--- src/rtl/conv_seq_pkg.sv ---
`timescale 1ns/1ps
package conv_seq_pkg;
  localparam int ADDR_W = 2;
  localparam int DATA_W = 8;

  localparam logic [ADDR_W-1:0] LOC_CTRL = 2'd0;
  localparam logic [ADDR_W-1:0] LOC_SEL  = 2'd1;
  localparam logic [ADDR_W-1:0] LOC_RLO  = 2'd2;
  localparam logic [ADDR_W-1:0] LOC_RHI  = 2'd3;

  localparam int BIT_EN   = 0;
  localparam int BIT_GO   = 1;
  localparam int BIT_FR   = 2;
  localparam int BIT_FLAG = 3;
  localparam int BIT_IE   = 4;
  localparam int CTRL_USED = 5;

  typedef enum logic [0:0] {
    SEQ_IDLE,
    SEQ_BUSY
  } seq_state_t;
endpackage

--- src/rtl/conv_ctrl_regs.sv ---
`timescale 1ns/1ps
module conv_ctrl_regs
  import conv_seq_pkg::*;
#(
  parameter int SEL_W = 3,
  parameter int RES_W = 10
) (
  input  logic              clk,
  input  logic              rst,
  input  logic              wr_i,
  input  logic [ADDR_W-1:0] addr_i,
  input  logic [DATA_W-1:0] wdata_i,
  input  logic              set_flag_i,
  input  logic              clr_go_i,
  input  logic [RES_W-1:0]  result_i,
  output logic              en_o,
  output logic              go_o,
  output logic              fr_o,
  output logic              flag_o,
  output logic              ie_o,
  output logic [SEL_W-1:0]  sel_o,
  output logic              irq_o,
  output logic [DATA_W-1:0] rdata_o
);
  localparam int WIDE_W = 2 * DATA_W;

  logic wr_ctrl, wr_sel;
  logic en_q, go_q, fr_q, flag_q, ie_q;
  logic en_d, go_d, fr_d, flag_d, ie_d;
  logic [SEL_W-1:0]  sel_q;
  logic [DATA_W-1:0] ctrl_view, sel_view, rd_mux;
  logic [WIDE_W-1:0] res_wide;
  logic              unused_wbits;

  assign wr_ctrl = wr_i && (addr_i == LOC_CTRL);
  assign wr_sel  = wr_i && (addr_i == LOC_SEL);
  assign unused_wbits = ^wdata_i[DATA_W-1:CTRL_USED];

  always_comb begin
    en_d = wr_ctrl ? wdata_i[BIT_EN] : en_q;
    fr_d = wr_ctrl ? wdata_i[BIT_FR] : fr_q;
    ie_d = wr_ctrl ? wdata_i[BIT_IE] : ie_q;
    if (!en_d)                         go_d = 1'b0;
    else if (wr_ctrl && wdata_i[BIT_GO]) go_d = 1'b1;
    else if (clr_go_i)                 go_d = 1'b0;
    else                               go_d = go_q;
    if (set_flag_i)                      flag_d = 1'b1;
    else if (wr_ctrl && wdata_i[BIT_FLAG]) flag_d = 1'b0;
    else                                 flag_d = flag_q;
  end

  always_ff @(posedge clk) begin
    if (rst) begin
      en_q   <= 1'b0;
      go_q   <= 1'b0;
      fr_q   <= 1'b0;
      flag_q <= 1'b0;
      ie_q   <= 1'b0;
      irq_o  <= 1'b0;
      sel_q  <= '0;
    end else begin
      en_q   <= en_d;
      go_q   <= go_d;
      fr_q   <= fr_d;
      flag_q <= flag_d;
      ie_q   <= ie_d;
      irq_o  <= flag_d && ie_d;
      if (wr_sel) sel_q <= wdata_i[SEL_W-1:0];
    end
  end

  always_comb begin
    ctrl_view           = '0;
    ctrl_view[BIT_EN]   = en_q;
    ctrl_view[BIT_GO]   = go_q;
    ctrl_view[BIT_FR]   = fr_q;
    ctrl_view[BIT_FLAG] = flag_q;
    ctrl_view[BIT_IE]   = ie_q;
    sel_view            = '0;
    sel_view[SEL_W-1:0] = sel_q;
    res_wide            = WIDE_W'(result_i);
    unique case (addr_i)
      LOC_CTRL: rd_mux = ctrl_view;
      LOC_SEL:  rd_mux = sel_view;
      LOC_RLO:  rd_mux = res_wide[DATA_W-1:0];
      default:  rd_mux = res_wide[WIDE_W-1:DATA_W];
    endcase
  end

  always_ff @(posedge clk) begin
    if (rst) rdata_o <= '0;
    else     rdata_o <= rd_mux;
  end

  assign en_o   = en_q;
  assign go_o   = go_q;
  assign fr_o   = fr_q;
  assign flag_o = flag_q;
  assign ie_o   = ie_q;
  assign sel_o  = sel_q;
endmodule

--- src/rtl/conv_fsm.sv ---
`timescale 1ns/1ps
module conv_fsm
  import conv_seq_pkg::*;
#(
  parameter int SEL_W = 3
) (
  input  logic             clk,
  input  logic             rst,
  input  logic             en_i,
  input  logic             go_i,
  input  logic             fr_i,
  input  logic [SEL_W-1:0] sel_i,
  input  logic             cv_done_i,
  output logic             cv_start_o,
  output logic [SEL_W-1:0] cv_chan_o,
  output logic             cmpl_o,
  output logic             clr_go_o
);
  seq_state_t st_q;
  logic       launch, finish;

  always_comb begin
    finish   = (st_q == SEQ_BUSY) && en_i && cv_done_i;
    launch   = ((st_q == SEQ_IDLE) && en_i && go_i) || (finish && fr_i);
    cmpl_o   = finish;
    clr_go_o = finish && !fr_i;
  end

  always_ff @(posedge clk) begin
    if (rst) begin
      st_q       <= SEQ_IDLE;
      cv_start_o <= 1'b0;
      cv_chan_o  <= '0;
    end else begin
      cv_start_o <= launch;
      if (launch) cv_chan_o <= sel_i;
      if (!en_i)       st_q <= SEQ_IDLE;
      else if (launch) st_q <= SEQ_BUSY;
      else if (finish) st_q <= SEQ_IDLE;
    end
  end
endmodule

--- src/rtl/conv_result_hold.sv ---
`timescale 1ns/1ps
module conv_result_hold #(
  parameter int RES_W = 10
) (
  input  logic             clk,
  input  logic             rst,
  input  logic             cap_i,
  input  logic [RES_W-1:0] data_i,
  output logic [RES_W-1:0] q_o
);
  always_ff @(posedge clk) begin
    if (rst)        q_o <= '0;
    else if (cap_i) q_o <= data_i;
  end
endmodule

--- src/rtl/conv_sequencer.sv ---
`timescale 1ns/1ps
module conv_sequencer
  import conv_seq_pkg::*;
#(
  parameter int SEL_W = 3,
  parameter int RES_W = 10
) (
  input  logic              clk,
  input  logic              rst,
  input  logic [ADDR_W-1:0] bus_addr,
  input  logic              bus_wr,
  input  logic [DATA_W-1:0] bus_wdata,
  output logic [DATA_W-1:0] bus_rdata,
  output logic              irq,
  output logic              cv_enable,
  output logic              cv_start,
  output logic [SEL_W-1:0]  cv_chan,
  input  logic              cv_done,
  input  logic [RES_W-1:0]  cv_result
);
  logic             en_w, go_w, fr_w, flag_w, ie_w;
  logic             cmpl_w, clr_go_w;
  logic [SEL_W-1:0] sel_w;
  logic [RES_W-1:0] result_w;

  conv_ctrl_regs #(.SEL_W(SEL_W), .RES_W(RES_W)) u_regs (
    .clk(clk), .rst(rst),
    .wr_i(bus_wr), .addr_i(bus_addr), .wdata_i(bus_wdata),
    .set_flag_i(cmpl_w), .clr_go_i(clr_go_w), .result_i(result_w),
    .en_o(en_w), .go_o(go_w), .fr_o(fr_w), .flag_o(flag_w), .ie_o(ie_w),
    .sel_o(sel_w), .irq_o(irq), .rdata_o(bus_rdata)
  );

  conv_fsm #(.SEL_W(SEL_W)) u_fsm (
    .clk(clk), .rst(rst),
    .en_i(en_w), .go_i(go_w), .fr_i(fr_w), .sel_i(sel_w),
    .cv_done_i(cv_done),
    .cv_start_o(cv_start), .cv_chan_o(cv_chan),
    .cmpl_o(cmpl_w), .clr_go_o(clr_go_w)
  );

  conv_result_hold #(.RES_W(RES_W)) u_res (
    .clk(clk), .rst(rst),
    .cap_i(cmpl_w), .data_i(cv_result), .q_o(result_w)
  );

  assign cv_enable = en_w;
endmodule

--- config.mk ---
export PLATFORM = sky130hd
export DESIGN_NAME = conv_sequencer
export DESIGN_NICKNAME = d
export VERILOG_FILES = /design/src/rtl/conv_seq_pkg.sv /design/src/rtl/conv_ctrl_regs.sv /design/src/rtl/conv_fsm.sv /design/src/rtl/conv_result_hold.sv /design/src/rtl/conv_sequencer.sv
export SDC_FILE = /design/constraint.sdc
export NUM_CORES = 1
export LEC_CHECK = 0
export CAP_MARGIN = 40
export CORE_ASPECT_RATIO = 0.8
export CORE_MARGIN = 2
export CORE_UTILIZATION = 44
export DETAILED_ROUTE_END_ITERATION = 7
export GPL_TIMING_DRIVEN = 0
export HOLD_SLACK_MARGIN = 0.03
export PLACE_DENSITY = 0.86
export SETUP_SLACK_MARGIN = 0.4
export SYNTH_ARGS = -nofsm -noshare
export SYNTH_HDL_FRONTEND = slang
export SYNTH_SLANG_ARGS = --single-unit
--- constraint.sdc ---
create_clock -name clk -period 1.6 [get_ports clk]
set_input_delay 0.24 -clock clk [delete_from_list [all_inputs] [get_ports clk]]
set_output_delay 0.24 -clock clk [all_outputs]
set_load 0.01 [all_outputs]
## After elaboration in Yosys (flattened, before gate mapping)

Cells that the tools add are included.

- Reductions and logical operators: 18
- Eq/ne operators: 2
- Muxes and demuxes: 9
- Bitwise logic cells: 3

Operators with widths:

| cell | count |
|---|---|
| 8-bit case mux with 3 select lines | 1 |
| 1-bit logical AND | 11 |
| 1-bit two-way mux | 8 |
| 2-bit nonzero test | 2 |
| 2-bit OR reduction | 2 |
| 1-bit NOT | 3 |
| 2-bit by 1-bit equality test with 1-bit output (second input constant) | 1 |
| 2-bit equality test (second input constant) | 1 |
| 2-bit zero test | 1 |
| 1-bit zero test | 1 |
| 1-bit logical OR | 1 |

- Input bits: 24
- Register bits: 32
- Output and inout bits: 14

## Longest topological paths before layout

- Depth in word-level cells: 6
- Mapped depth: 4
- Mapped depth without buffers: 3

## Cells and area by module

Synthesis repeated with hierarchy kept, for this count alone.

- Cells, all modules: 112
- Area, all modules: 1262.5 um^2

Modules (own cells, without submodules):

| module | area an instance (um^2) | instances | cells an instance | sequential area each (um^2) |
|---|---|---|---|---|
| conv_ctrl_regs | 669.4 | 1 | 57 | 340.3 |
| conv_result_hold | 352.8 | 1 | 32 | 200.2 |
| conv_fsm | 240.2 | 1 | 23 | 100.1 |

## Least setup slack after synthesis

Ideal clock, no wire load.

- Path kind: input to register
- Start: input port bus_addr[0]
- End: register u_regs.rdata_o[1]
- Required time: 1486 ps
- Setup slack: 483 ps
- Library setup time: 114 ps
- Cell stages on the path: 3
- Arrival: 1003 ps
- Cell sequence: buf_6 -> mux4_1 -> nor2b_1

- Cells in the longest elaborated chain, start to end: 2

RTL lines:

| element | RTL line | source |
|---|---|---|
| start, declared | conv_sequencer.sv:10 | `input logic [ADDR_W-1:0] bus_addr,` |
| 2-bit equality test, or another cell as far along | conv_ctrl_regs.sv:82 | `unique case (addr_i)` |
| 8-bit case mux with 3 select lines * | conv_ctrl_regs.sv:82 |  |
| end signal, assigned | conv_ctrl_regs.sv:92 | `else rdata_o <= rd_mux;` |
| end, declared | conv_ctrl_regs.sv:23 | `output logic [DATA_W-1:0] rdata_o` |

Mark *: on every way between the ends. The rest lies on a longest branch, timed or not.
A chain may end at the register's enable or synchronous reset.

## Worst setup path in the final report

- Start: register u_fsm.cv_chan_o[0]
- End: output port cv_chan[0]

RTL lines:

| element | RTL line | source |
|---|---|---|
| start, declared | conv_fsm.sv:15 | `output logic [SEL_W-1:0] cv_chan_o,` |
| start signal, assigned | conv_fsm.sv:36 | `if (launch) cv_chan_o <= sel_i;` |
| end, declared | conv_sequencer.sv:17 | `output logic [SEL_W-1:0] cv_chan,` |

No word-level cell between the ends.

==> out/qor.csv <==
metric,value,unit
CP Launch Type,flop,
static leakage,0.698,nW
post-cts resize count,19,
Setup Buffers After CTS,0,
biggest area consumer among synthesized cells,dfxtp_1,
Clock Path Buffers,2,
post-DP HPWL,1980,µm
total power,1.40,mW
first-pass GRT wire length,4540,µm
design area,1670,µm²
Gate Count Post-Synth,125,
Post-CTS Hold Fix Bufs,0,
slew margin rel.,0.829,
unrepaired setup endpoints after global routing,false,
Unique masters post-synth,22,
sw frac,0.222,
Core ar.,2720,µm²
clk_lat worst skew,340,ps
worst slew pin tran,250,ps
final setup margin,441,ps
IO Pins,38,
ranking of synthesized cells by area,"dfxtp_1 (52%), mux2i_1 (9.7%), nand2_1 (6.3%), a21oi_1 (4.8%), mux4_1 (4.2%)",
outcome,finished clean,
pin count of the biggest net entering global routing,11,
Placer Congestion,0.828,
most frequent cells after synthesis,"dfxtp_1 (32), nand2_1 (21), a21oi_1 (12), mux2i_1 (12), nor2_1 (10)",
Reg2Reg Depth,2,
initial antenna violation count,0,
nets,189,
Psw,0.311,mW
f_max,0.863,GHz
"Reg clk slew, reported paths",90,ps
number of remaining DRC errors,0,
clock network fraction of total power,0.340,
initial drt markers,44,
DRT antenna net count,0,
Int Pwr,1.09,mW
Setup TNS,0,ps
Worst path max stage delay,330,ps
crit-path cells,dlygate4sd2_1,
Routed WL per cell,13.4,µm
sequential power share,0.577,
Bufs and invs on worst path,1,
DRT Pass-1 Iters,4,
sequential cell area fraction in the yosys report,0.515,
Buffers on Ports,33,
CP max FO,2,
Syn Std Cell Area,1240,µm²
vias in the first global route,972,
mux cell area share after synthesis,0.139,
Vias,1024,
combinational power share,0.083,
Power Dens Cells,835,nW/µm²
max-slew violation count,0,
antenna cell count,0,
Post-Synth XOR/XNOR Area,0,
CP arrival,920,ps
complex-gate fraction of the synthesized area,0.0785,
Total Wirelength,2730,µm
# rows,17,
"count leader, synth",dfxtp_1,
Overall Global Routing Usage,0.184,
TritonCTS buffer count,5,
CP top delay family,flip-flops,
dpl ws,-82.4,ps
Worst Hold Class,in2reg,
post-synthesis adder-cell area fraction,0,
CP Capture Type,output port,
vias per cell,5.02,
Crit-path slowest cell,dfxtp_1,
total grt overflow,0,
layout cells sized above 1,0.114,
ys flop type,dfxtp_1,
largest family of logic cells by synthesized area,simple AND/OR/NAND/NOR gates,
Die W,63.4,µm
final setup vio count,0,
number of synthesized flops with an enable pin,0,
final period utilization,0.724,
die outline height,51.6,µm
clock skew,8.79,ps
CTS tree,built,
overall die area,3270,µm²
Hold WS,140,ps
dpl cell area,1620,µm²
Post-synth ARST share,0,
number of synthesized register bits,32,
top cell type's share of synthesized area,0.515,
Layout area overhead,34.5,%
final hold violation count,0,
max cap viols,0,
CP Depth,1,
Clock H-tree levels,2,
Peak supply drop,0.501,mV
critical path class,reg2out,
syn nets,149,
critical path required time,1360,ps
Hold Path Depth,2,
fin crit period,1160,ps
clk root buf,clkbuf_4,
Initial Util,0.457,
syn_area_per_cell,9.95,µm²
# clock sinks,32,
synth warn,0,
Post-Synth Simple-Gate Area,0.230,
-- worst paths after layout --
kind,slack [ps],from,end
worst max-delay path,440,u_fsm.cv_chan_o[0],cv_chan[0]
worst min-delay path,140,bus_addr[0],u_regs.rdata_o[4]
worst max register to register,490,u_regs.en_o,u_regs.rdata_o[0]
worst min register to register,460,u_res.q_o[6],u_res.q_o[6]
-- cell type report --
type                            count  area (µm²)
Timing Repair Buffer               33         308
Fill cell                         238        1050
Sequential cell                    32         646
Multi-Input combinational cell     86         557
Buffer                              7        56.3
Tap cell                           38        47.5
Clock buffer                        8        58.8
-- placed cells by master, fill, tap and decap left out, drive strengths merged --
cell	count
mux2i	12
clkdlybuf4s15	1
nor2b	3
o21ai	2
mux4	2
nand2b	8
clkdlybuf4s50	17
nand2	21
dlygate4sd2	14
nor3	3
o21a	2
nor3b	1
and3	5
dfxtp	32
nand3	1
nand4bb	1
clkbuf	13
buf	3
nor2	10
a21oi	12
nand3b	2
a211oi	1
-- state kept, by name, summed over array words and instances (netlist names), 3 cells and up --
name,count
u_regs.rdata_o,8
u_res.q_o,10
u_fsm.cv_chan_o,3
u_regs.sel_o,3
-- logic make-up after synthesis --
kind of cell	after synthesis
AO/OA/AOI/OAI	17
buffers and inverters	7
flip-flops	32
multiplexers	14
AND/OR/NAND/NOR	55
-- power by group through the flow --
stage	registers [mW]	logic (mW)	clock network, mW
3_3_place_gp	0.826	0.114	0
5_1_grt	0.807	0.124	0.513
2_1_floorplan	0.825	0.0489	0
6_report	0.807	0.115	0.475
4_1_cts	0.807	0.115	0.484
3_5_place_dp	0.826	0.116	0
-- metrics by stage --
step                      cells   util
final                       204  0.614
after global routing        204  0.614
after CTS                   204  0.612
after floorplan             125      -
after detailed placement    196  0.596
after global placement      196  0.596
-- routing by layer --
| metal | vias to the layer above | global-route usage | share of wire |
|---|---|---|---|
| met5 | - | 0 | 0 |
| met4 | 0 | 0.112 | 0.015 |
| met3 | 6 | 0.0498 | 0.054 |
| met2 | 33 | 0.296 | 0.50 |
| met1 | 478 | 0.224 | 0.43 |
| li1 | 507 | - | - |
Note: power is estimated with default switching activity, not from simulation.
